--- config.mk ---
export PLATFORM = sky130hd
export DESIGN_NAME = energy_accum_top
export DESIGN_NICKNAME = d
export VERILOG_FILES = /design/src/rtl/ea_pkg.sv /design/src/rtl/ea_zc_det.sv /design/src/rtl/ea_interval.sv /design/src/rtl/ea_channel.sv /design/src/rtl/energy_accum_top.sv
export SDC_FILE = /design/constraint.sdc
export NUM_CORES = 1
export LEC_CHECK = 0
export BUFFER_PORTS_ARGS = -buffer_cell sky130_fd_sc_hd__buf_2
export CAP_MARGIN = 20
export CORE_ASPECT_RATIO = 0.8
export CORE_MARGIN = 5
export CORE_UTILIZATION = 60
export CTS_CLUSTER_DIAMETER = 100
export DETAILED_ROUTE_END_ITERATION = 10
export PLACE_DENSITY = 0.81
export SLEW_MARGIN = 5
export SYNTH_ARGS = -nofsm -noshare
export SYNTH_HDL_FRONTEND = slang
export SYNTH_HIERARCHICAL = 1
export SYNTH_SLANG_ARGS = --single-unit
--- constraint.sdc ---
create_clock -name clk -period 12.8 [get_ports clk]
set_input_delay 1.92 -clock clk [delete_from_list [all_inputs] [get_ports clk]]
set_output_delay 1.92 -clock clk [all_outputs]
set_load 0.03 [all_outputs]
--- src/rtl/ea_pkg.sv ---
package ea_pkg;
  typedef enum logic [1:0] {
    ACC_SIGNED = 2'd0,
    ACC_ABS    = 2'd1,
    ACC_POS    = 2'd2,
    ACC_NEG    = 2'd3
  } acc_mode_e;

  localparam int NUM_CH = 3;
  localparam int CH_ACT = 0;
  localparam int CH_REA = 1;
  localparam int CH_APP = 2;
endpackage

--- src/rtl/ea_zc_det.sv ---
module ea_zc_det #(
  parameter int VW = 24
) (
  input  logic                 clk,
  input  logic                 rst_n,
  input  logic                 stb,
  input  logic signed [VW-1:0] volt,
  output logic                 zc
);
  logic prev_neg_q;
  logic cur_neg;

  function automatic logic is_neg(input logic signed [VW-1:0] v);
    return v < 0;
  endfunction

  assign cur_neg = is_neg(volt);
  assign zc      = stb && (cur_neg != prev_neg_q);

  always_ff @(posedge clk or negedge rst_n) begin
    if (!rst_n)   prev_neg_q <= 1'b0;
    else if (stb) prev_neg_q <= cur_neg;
  end
endmodule

--- src/rtl/ea_interval.sv ---
module ea_interval #(
  parameter int TW = 13
) (
  input  logic          clk,
  input  logic          rst_n,
  input  logic          stb,
  input  logic          zc,
  input  logic          half_mode,
  input  logic [TW-1:0] intv,
  output logic          evt,
  output logic          xfer
);
  logic [TW-1:0] cnt_q;

  assign evt  = half_mode ? zc : stb;
  assign xfer = evt && (cnt_q >= intv);

  always_ff @(posedge clk or negedge rst_n) begin
    if (!rst_n)    cnt_q <= '0;
    else if (xfer) cnt_q <= '0;
    else if (evt)  cnt_q <= cnt_q + 1'b1;
  end
endmodule

--- src/rtl/ea_channel.sv ---
module ea_channel
  import ea_pkg::*;
#(
  parameter int PW = 32,
  parameter int AW = 42,
  parameter int UW = 45
) (
  input  logic                 clk,
  input  logic                 rst_n,
  input  logic                 stb,
  input  logic                 xfer,
  input  logic                 add_user,
  input  acc_mode_e            mode,
  input  logic signed [PW-1:0] pwr,
  output logic        [AW-1:0] acc_q,
  output logic        [UW-1:0] user_q
);
  localparam int EXT_A = AW - PW;
  localparam int EXT_U = UW - AW;

  logic [AW-1:0] term;
  logic [AW-1:0] acc_next;
  logic [UW-1:0] acc_wide;

  function automatic logic [AW-1:0] pick_term(input logic signed [PW-1:0] p,
                                               input acc_mode_e m);
    logic [AW-1:0] w;
    w = {{EXT_A{p[PW-1]}}, p};
    case (m)
      ACC_ABS: return p[PW-1] ? (~w + 1'b1) : w;
      ACC_POS: return (p > 0) ? w : '0;
      ACC_NEG: return p[PW-1] ? w : '0;
      default: return w;
    endcase
  endfunction

  function automatic logic [UW-1:0] widen(input logic [AW-1:0] a);
    return {{EXT_U{a[AW-1]}}, a};
  endfunction

  assign term     = pick_term(pwr, mode);
  assign acc_next = acc_q + term;
  assign acc_wide = widen(acc_next);

  always_ff @(posedge clk or negedge rst_n) begin
    if (!rst_n) begin
      acc_q  <= '0;
      user_q <= '0;
    end else if (stb) begin
      if (xfer) begin
        acc_q  <= '0;
        user_q <= add_user ? (user_q + acc_wide) : acc_wide;
      end else begin
        acc_q <= acc_next;
      end
    end
  end
endmodule

--- src/rtl/energy_accum_top.sv ---
module energy_accum_top
  import ea_pkg::*;
#(
  parameter int PW = 32,
  parameter int AW = 42,
  parameter int UW = 45,
  parameter int TW = 13,
  parameter int VW = 24
) (
  input  logic                 clk,
  input  logic                 rst_n,
  input  logic                 smp_stb,
  input  logic signed [PW-1:0] pwr_act,
  input  logic signed [PW-1:0] pwr_rea,
  input  logic signed [PW-1:0] pwr_app,
  input  logic signed [VW-1:0] volt_smp,
  input  logic [1:0]           cfg_act_mode,
  input  logic [1:0]           cfg_rea_mode,
  input  logic                 cfg_half_cyc,
  input  logic                 cfg_add_user,
  input  logic [TW-1:0]        cfg_intv,
  input  logic                 rdy_clr,
  output logic                 rdy,
  output logic [31:0]          act_hi,
  output logic [31:0]          act_lo,
  output logic [31:0]          rea_hi,
  output logic [31:0]          rea_lo,
  output logic [31:0]          app_hi,
  output logic [31:0]          app_lo
);
  localparam int WORD = 32;
  localparam int LOB  = UW - WORD;
  localparam int PAD  = WORD - LOB;

  logic                 zc;
  logic                 evt;
  logic                 xfer;
  logic signed [PW-1:0] pwr_arr  [NUM_CH];
  acc_mode_e            mode_arr [NUM_CH];
  logic [AW-1:0]        acc_q    [NUM_CH];
  logic [UW-1:0]        user_q   [NUM_CH];
  logic [WORD-1:0]      hi_w     [NUM_CH];
  logic [WORD-1:0]      lo_w     [NUM_CH];

  assign pwr_arr[CH_ACT]  = pwr_act;
  assign pwr_arr[CH_REA]  = pwr_rea;
  assign pwr_arr[CH_APP]  = pwr_app;
  assign mode_arr[CH_ACT] = acc_mode_e'(cfg_act_mode);
  assign mode_arr[CH_REA] = acc_mode_e'(cfg_rea_mode);
  assign mode_arr[CH_APP] = ACC_SIGNED;

  ea_zc_det #(.VW(VW)) u_zc (
    .clk(clk), .rst_n(rst_n), .stb(smp_stb), .volt(volt_smp), .zc(zc)
  );

  ea_interval #(.TW(TW)) u_intv (
    .clk(clk), .rst_n(rst_n), .stb(smp_stb), .zc(zc),
    .half_mode(cfg_half_cyc), .intv(cfg_intv), .evt(evt), .xfer(xfer)
  );

  for (genvar c = 0; c < NUM_CH; c++) begin : g_ch
    ea_channel #(.PW(PW), .AW(AW), .UW(UW)) u_ch (
      .clk(clk), .rst_n(rst_n), .stb(smp_stb), .xfer(xfer),
      .add_user(cfg_add_user), .mode(mode_arr[c]), .pwr(pwr_arr[c]),
      .acc_q(acc_q[c]), .user_q(user_q[c])
    );
    assign hi_w[c] = user_q[c][UW-1:LOB];
    assign lo_w[c] = {user_q[c][LOB-1:0], {PAD{1'b0}}};
  end

  always_ff @(posedge clk or negedge rst_n) begin
    if (!rst_n)       rdy <= 1'b0;
    else if (xfer)    rdy <= 1'b1;
    else if (rdy_clr) rdy <= 1'b0;
  end

  assign act_hi = hi_w[CH_ACT];
  assign act_lo = lo_w[CH_ACT];
  assign rea_hi = hi_w[CH_REA];
  assign rea_lo = lo_w[CH_REA];
  assign app_hi = hi_w[CH_APP];
  assign app_lo = lo_w[CH_APP];
endmodule

==> results of run 1 <==
==> sequential cells by signal (all words and copies together), names as in the netlist <==
| name | count |
|---|---|
| rdy | 1 |
| g_ch.u_ch/user_q | 135 |
| u_intv/cnt_q | 13 |
| u_zc/prev_neg_q | 1 |
| g_ch.u_ch/acc_q | 126 |
==> final timing paths <==
check / startpoint / endpoint / slack [ns]
max in group asynchronous: rst_n / g_ch[1].u_ch/user_q[6] / 9.33
min: rdy / rdy / 0.47
max reg2reg: g_ch[2].u_ch/acc_q[0] / g_ch[2].u_ch/user_q[44] / 6.22
max: pwr_rea[0] / g_ch[1].u_ch/user_q[44] / 3.63
min reg2reg: rdy / rdy / 0.47
min in group asynchronous: rst_n / g_ch[2].u_ch/user_q[1] / 1.39
==> worst reg2reg max path, stage by stage (launching register included) <==
cell,delay [ns]
dfrtp_1,0.38
ha_1,0.23
fa_1,0.43
a21o_1,0.18
a21oi_1,0.24
o21ai_1,0.24
nor3b_1,0.27
o2111ai_1,0.38
a31oi_1,0.29
nor3_1,0.65
xnor2_1,0.30
ha_1,0.50
nand2_1,0.13
or4_1,0.67
a211oi_1,0.66
o31ai_1,0.20
a31oi_1,0.24
o21ai_0,0.12
a211oi_1,0.24
a311oi_1,0.07
==> metrics by stage <==
stage	cell area, µm²	utilization
finish	32500	0.657
detailed placement	31300	0.632
global route	32500	0.657
global placement	31300	0.632
CTS	32500	0.657
floorplan	30200	-
==> layer usage <==
| layer | up-vias | global-route usage | wire length [µm] |
|---|---|---|---|
| met5 | - | 0 | 0 |
| met1 | 13700 | 0.441 | 39100 |
| li1 | 14300 | - | - |
| met2 | 1081 | 0.458 | 37300 |
| met3 | 139 | 0.0510 | 7220 |
| met4 | 0 | 0.0800 | 2020 |
==> synthesized netlist by cell type (80+ instances only) <==
master / count
inv_1: 143
nand3_1: 91
a21o_1: 153
xnor2_1: 130
dfrtp_1: 276
nor2_1: 231
o21ai_0: 314
clkbuf_1: 179
a21oi_1: 361
xor2_1: 99
ha_1: 284
nand2_1: 343
o31ai_1: 80
==> layout by cell type, fill, tap and decap left out, types with 14 or more instances in the layout <==
cell and n:
o31ai_1 80, xor2_1 99, a211oi_1 32, nand2_1 340, a21o_1 153, or3_1 36
o21ai_0 314, clkbuf_16 39, dfrtp_1 276, nor3_1 49, nor2b_1 43, conb_1 71
ha_1 284, o21a_1 45, inv_1 143, a22o_1 62, nand2b_1 36, o21bai_1 38
nand4_1 50, nor2_1 228, xnor2_1 130, or2_2 14, o21ai_1 67, buf_2 253
a21oi_1 361, o211ai_1 34, nand3_1 91, and2_1 49, buf_4 23, mux2i_1 42
o2bb2ai_1 51, a31oi_1 56, and3_1 67
==> power groups by stage <==
stage	clock (mW)	combinational [mW]	sequential, mW
5_1_grt	1.10	5.80	1.37
3_5_place_dp	0	5.10	1.34
4_1_cts	1.06	5.14	1.33
3_3_place_gp	0	5.01	1.34
2_1_floorplan	0	3.90	1.40
6_report	1.04	5.25	1.34
==> cell type report <==
| type | count | area, µm² | area share |
|---|---|---|---|
| sequential | 276 | 6910 | 0.212 |
| clock inverter | 15 | 121 | 0.00373 |
| inverter | 148 | 556 | 0.0171 |
| clock buffer | 50 | 1090 | 0.0334 |
| timing repair buffer | 279 | 1490 | 0.0459 |
| antenna | 3 | 7.51 | 0.000231 |
| tap | 675 | 845 | 0.0259 |
| multi-input combinational | 3196 | 21500 | 0.662 |
==> cell families after synthesis <==
group | count (synthesis)
compound gates | 1460
simple gates | 1096
buf+inv | 404
fa+ha+maj | 290
flops | 276
xor+xnor | 229
mux | 50
other cells | 1
==> impl_metrics.json, run 1 <==
{
  "nets": 4371,
  "wl_per_cell_um": 18.5,
  "cts_max_level": 2,
  "period_share": 0.716,
  "place_hpwl_mm": 64.8,
  "power_density_nw_per_um2": 234,
  "fp.coreArea_um2": 49500,
  "grt_max_degree": 94,
  "crit_family": "compound AO/OA/AOI/OAI gates",
  "syn_inst": 3806,
  "net-switching-power_mw": 3.90,
  "route.detailed.drc": 0,
  "firstDrtPassIters": 6,
  "finalWorstSetupSlack_ns": 3.63,
  "avgViaCountPerCell": 6.29,
  "ys.flop_type": "dfrtp_1",
  "yosysWarnings": 6,
  "p_total_mw": 7.63,
  "cts_tree": "done",
  "cp_num_cells": 34,
  "grtUsageTotal": 0.300,
  "cts_hold_buffers": 0,
  "synth_compound_area_frac": 0.318,
  "clkTransAtPathRegs_ns": 0.05,
  "fmax_mhz": 109,
  "synthMuxAreaShare": 0.0177,
  "vias": 29200,
  "critical_path_required_ns": 13.23,
  "drt_iter0_drc": 2832,
  "end_kind": "register",
  "internal_power_mw": 3.73,
  "antenna_found_initial": 3,
  "leakage_nw": 15.8,
  "max_cap_violations": 0,
  "dieArea_um2": 54500,
  "clk_path_buf_depth": 3,
  "fin_crit_ns": 9.17,
  "synth_top_family_by_area": "compound AO/OA/AOI/OAI gates",
  "outcome": "finished clean",
  "p_sw_frac": 0.511,
  "synth_top_area_share": 0.231,
  "setup_viol": 0,
  "place_ws_ns": 3.28,
  "portBuffers": 255,
  "insertion_delay_ns": 0.57,
  "dp.cells": 4573,
  "synth-seq-cells": 276,
  "critPathMaxStageDelay_ns": 0.47,
  "relSlewSlack": 0.267,
  "post_cts_buffers": 0,
  "fp.dieH_um": 210,
  "instances_no_fill": 4642,
  "hold_viol_final": 0,
  "yosys-top-cells-area": "dfrtp_1, ha_1, a21oi_1",
  "cpMaxStageDelayCell": "or4_4",
  "netlist_area_um2": 29900,
  "skew_ns": 0.0226,
  "synth_xor_area_frac": 0.0670,
  "syn_to_final_growth_pct": 8.75,
  "r2r_cells": 19,
  "numCtsBuffers": 37,
  "comb_power_share": 0.689,
  "power.clock.fraction": 0.136,
  "crit_arrival_ns": 9.59,
  "critPathBufInv": 4,
  "yosys.area.top_type": "dfrtp_1",
  "rsz0062_at_grt": "no",
  "synth_cell_types": 109,
  "max_slew.worst_pin.slew_ns": 1.10,
  "yosys.area_share.simple": 0.184,
  "grt_pass1_wl_mm": 138,
  "grt_pass1_vias": 26400,
  "slew_violations": 0,
  "critical_path.max_fanout": 28,
  "finalSetupTns_ns": 0,
  "pin_count": 336,
  "irDropWorstVdd_uv": 147,
  "fillerInstances": 4335,
  "start_util": 0.605,
  "drive_gt1_frac": 0.114,
  "critPathLaunchType": "input port",
  "ys_async_sr_fraction": 1.00,
  "pwr-share-seq": 0.175,
  "path_class": "input port to register",
  "routed_wl_mm": 85.7,
  "ant_nets": 0,
  "synth_edf_count": 0,
  "numClockSinks": 276,
  "gp_congestion": 0.972,
  "whs_ns": 0.470,
  "clockRootBuffer": "clkbuf_16",
  "grt-ovfl-total": 0,
  "whs_path_depth": 1,
  "synthAdderAreaFrac": 0.123,
  "seq_area_frac_synth": 0.231,
  "holdCritPathClass": "register to register",
  "die_w_um": 260,
  "synth_area_per_cell_um2": 7.86,
  "post_cts_resized": 0,
  "rows": 73
}
Power figures use the tool's default switching activity.
==> run 2, diff against run 1 <==
--- a/config.mk
+++ b/config.mk
@@ -9,10 +9,10 @@
 export CAP_MARGIN = 20
 export CORE_ASPECT_RATIO = 0.8
 export CORE_MARGIN = 5
-export CORE_UTILIZATION = 60
+export CORE_UTILIZATION = 55
 export CTS_CLUSTER_DIAMETER = 100
 export DETAILED_ROUTE_END_ITERATION = 10
-export PLACE_DENSITY = 0.81
+export PLACE_DENSITY = 0.79
 export SLEW_MARGIN = 5
 export SYNTH_ARGS = -nofsm -noshare
 export SYNTH_HDL_FRONTEND = slang
==> constraint.sdc (replaced) <==
create_clock -name clk -period 7.4 [get_ports clk]
set_input_delay 1.11 -clock clk [delete_from_list [all_inputs] [get_ports clk]]
set_output_delay 1.11 -clock clk [all_outputs]
set_load 0.03 [all_outputs]
==> impl_metrics.json, run 2 (synthesis gave the netlist of run 1 again) <==
{
  "outcome": "finished clean",
  "dp.cells": 5122,
  "crit_arrival_ns": 7.78,
  "largest-register": "g_ch.u_ch/user_q",
  "irDropWorstVdd_uv": 284,
  "die_w_um": 271,
  "max_slew.worst_pin.slew_ns": 1.23,
  "antenna_found_initial": 9,
  "dieArea_um2": 59200,
  "largestRegisters": "g_ch.u_ch/user_q: 135 flops, g_ch.u_ch/acc_q: 126 flops, u_intv/cnt_q: 13 flops",
  "rows": 76,
  "critPathLaunchType": "input port",
  "critical_path.max_fanout": 5,
  "routed_wl_mm": 100,
  "numCtsBuffers": 36,
  "final_common_cell": "buf_4",
  "fp.dieH_um": 219,
  "drt_iter0_drc": 3097,
  "pin_count": 336,
  "instances_no_fill": 5239,
  "leakage_nw": 18.8,
  "numClockSinks": 276,
  "design_area_um2": 37700,
  "path_class": "input port to register",
  "insertion_delay_ns": 0.56,
  "clk_path_buf_depth": 3,
  "r2r_cells": 22,
  "ant_nets": 0,
  "grt-ovfl-total": 0,
  "whs_ns": 0.456,
  "layout_common_cells": "buf_4, nand2_1, a21oi_1",
  "dpl_cell_area_um2": 35300,
  "start_util": 0.556,
  "slew_violations": 0,
  "fillerInstances": 4232,
  "wl_per_cell_um": 19.1,
  "hold_viol_final": 0,
  "avgViaCountPerCell": 6.21,
  "clockRootBuffer": "clkbuf_16",
  "vias": 32500,
  "power_density_nw_per_um2": 430,
  "cts_hold_buffers": 0,
  "grt_pass1_wl_mm": 153,
  "fmax_mhz": 136,
  "place_ws_ns": -0.569,
  "relSlewSlack": 0.178,
  "skew_ns": 0.0169,
  "route.detailed.drc": 0,
  "critPathMaxStageDelay_ns": 0.39,
  "fp.coreArea_um2": 53800,
  "cts_tree": "done",
  "grt_max_degree": 151,
  "largest_reg_flops": 135,
  "drive_gt1_frac": 0.252,
  "portBuffers": 255,
  "rsz0062_at_grt": "yes",
  "cts_max_level": 2,
  "fin_crit_ns": 7.36,
  "place_hpwl_mm": 74.1,
  "clkTransAtPathRegs_ns": 0.06,
  "holdCritPathClass": "input port to asynchronous set/reset pin",
  "cpMaxStageDelayCell": "or3_4",
  "grt_pass1_vias": 29700,
  "grtUsageTotal": 0.309,
  "nets": 4939,
  "critical_path_required_ns": 7.83,
  "syn_to_final_growth_pct": 26.0,
  "end_kind": "register",
  "period_share": 0.994,
  "max_cap_violations": 0,
  "gp_congestion": 0.976,
  "firstDrtPassIters": 6,
  "setup_viol": 0,
  "crit_top_cell": "buf_4",
  "finalWorstSetupSlack_ns": 0.0432
}
## run 2: cell types whose count changed in the layout (fill, tap and decap cells not counted), moves of 8 or more
cell     change
o31ai_2      +8
ha_1        -12
ha_4         +8
a21oi_2     +28
o31ai_1      -9
o21ai_0     -19
o21ai_2     +16
a21oi_1     -29
buf_4      +561
## run 2: what timing repair did
action	CTS	global route
resized for setup	0	172
endpoints found under the setup margin	0	45
buffers inserted	0	46
## run 2: routing by layer
metal  global-route usage  routed length [µm]
met1                0.434               43100
met2                0.480               44100
met3               0.0616                9500
met4                0.100                3590
met5                    0                  28
## run 2: cell type report
| type | count | area (µm²) | area share |
|---|---|---|---|
| multi-input combinational | 3198 | 22300 | 0.592 |
| sequential | 276 | 6910 | 0.183 |
| timing repair buffer | 846 | 5770 | 0.153 |
| clock buffer | 51 | 1050 | 0.0278 |
| tap | 702 | 878 | 0.0233 |
| inverter | 148 | 556 | 0.0147 |
| clock inverter | 12 | 190 | 0.00504 |
| antenna | 6 | 15.0 | 0.000398 |
## run 2: worst paths after layout
| kind | startpoint | slack [ns] | endpoint |
|---|---|---|---|
| max | pwr_act[1] | 0.04 | g_ch[0].u_ch/user_q[44] |
| min | rst_n | 0.46 | g_ch[2].u_ch/user_q[2] |
| max reg2reg | g_ch[2].u_ch/acc_q[9] | 1.06 | g_ch[2].u_ch/user_q[43] |
| min reg2reg | rdy | 0.48 | rdy |
| max in group asynchronous | rst_n | 5.60 | g_ch[1].u_ch/acc_q[8] |
| min in group clk | rdy | 0.48 | rdy |
## run 2: where the power goes
group	leakage, nW	switching [mW]	internal (mW)	total (mW)
combinational	14.6	6.57	5.39	12.0
sequential	3.60	0.385	1.96	2.35
clock	0.605	0.738	1.16	1.90
## run 2: stage by stage
stage / util / TNS (ns) / total power [mW]
2_1_floorplan: - / -0.0438 / 9.17
3_3_place_gp: 0.656 / -6.41 / 13.1
3_5_place_dp: 0.656 / -12.30 / 13.4
4_1_cts: 0.679 / 0 / 15.4
5_1_grt: 0.700 / -1.63 / 17.3
6_report: 0.700 / 0 / 16.2
## run 2: critical path: cells and delay by family
family	cells	cell delay (ns)
AOI/OAI and AO/OA	17	3.01
and+or+nand+nor	8	1.45
adders and majority gates	3	0.86
buffers and inverters	6	0.75
muxes	1	0.33
xor gates and xnor gates	1	0.27
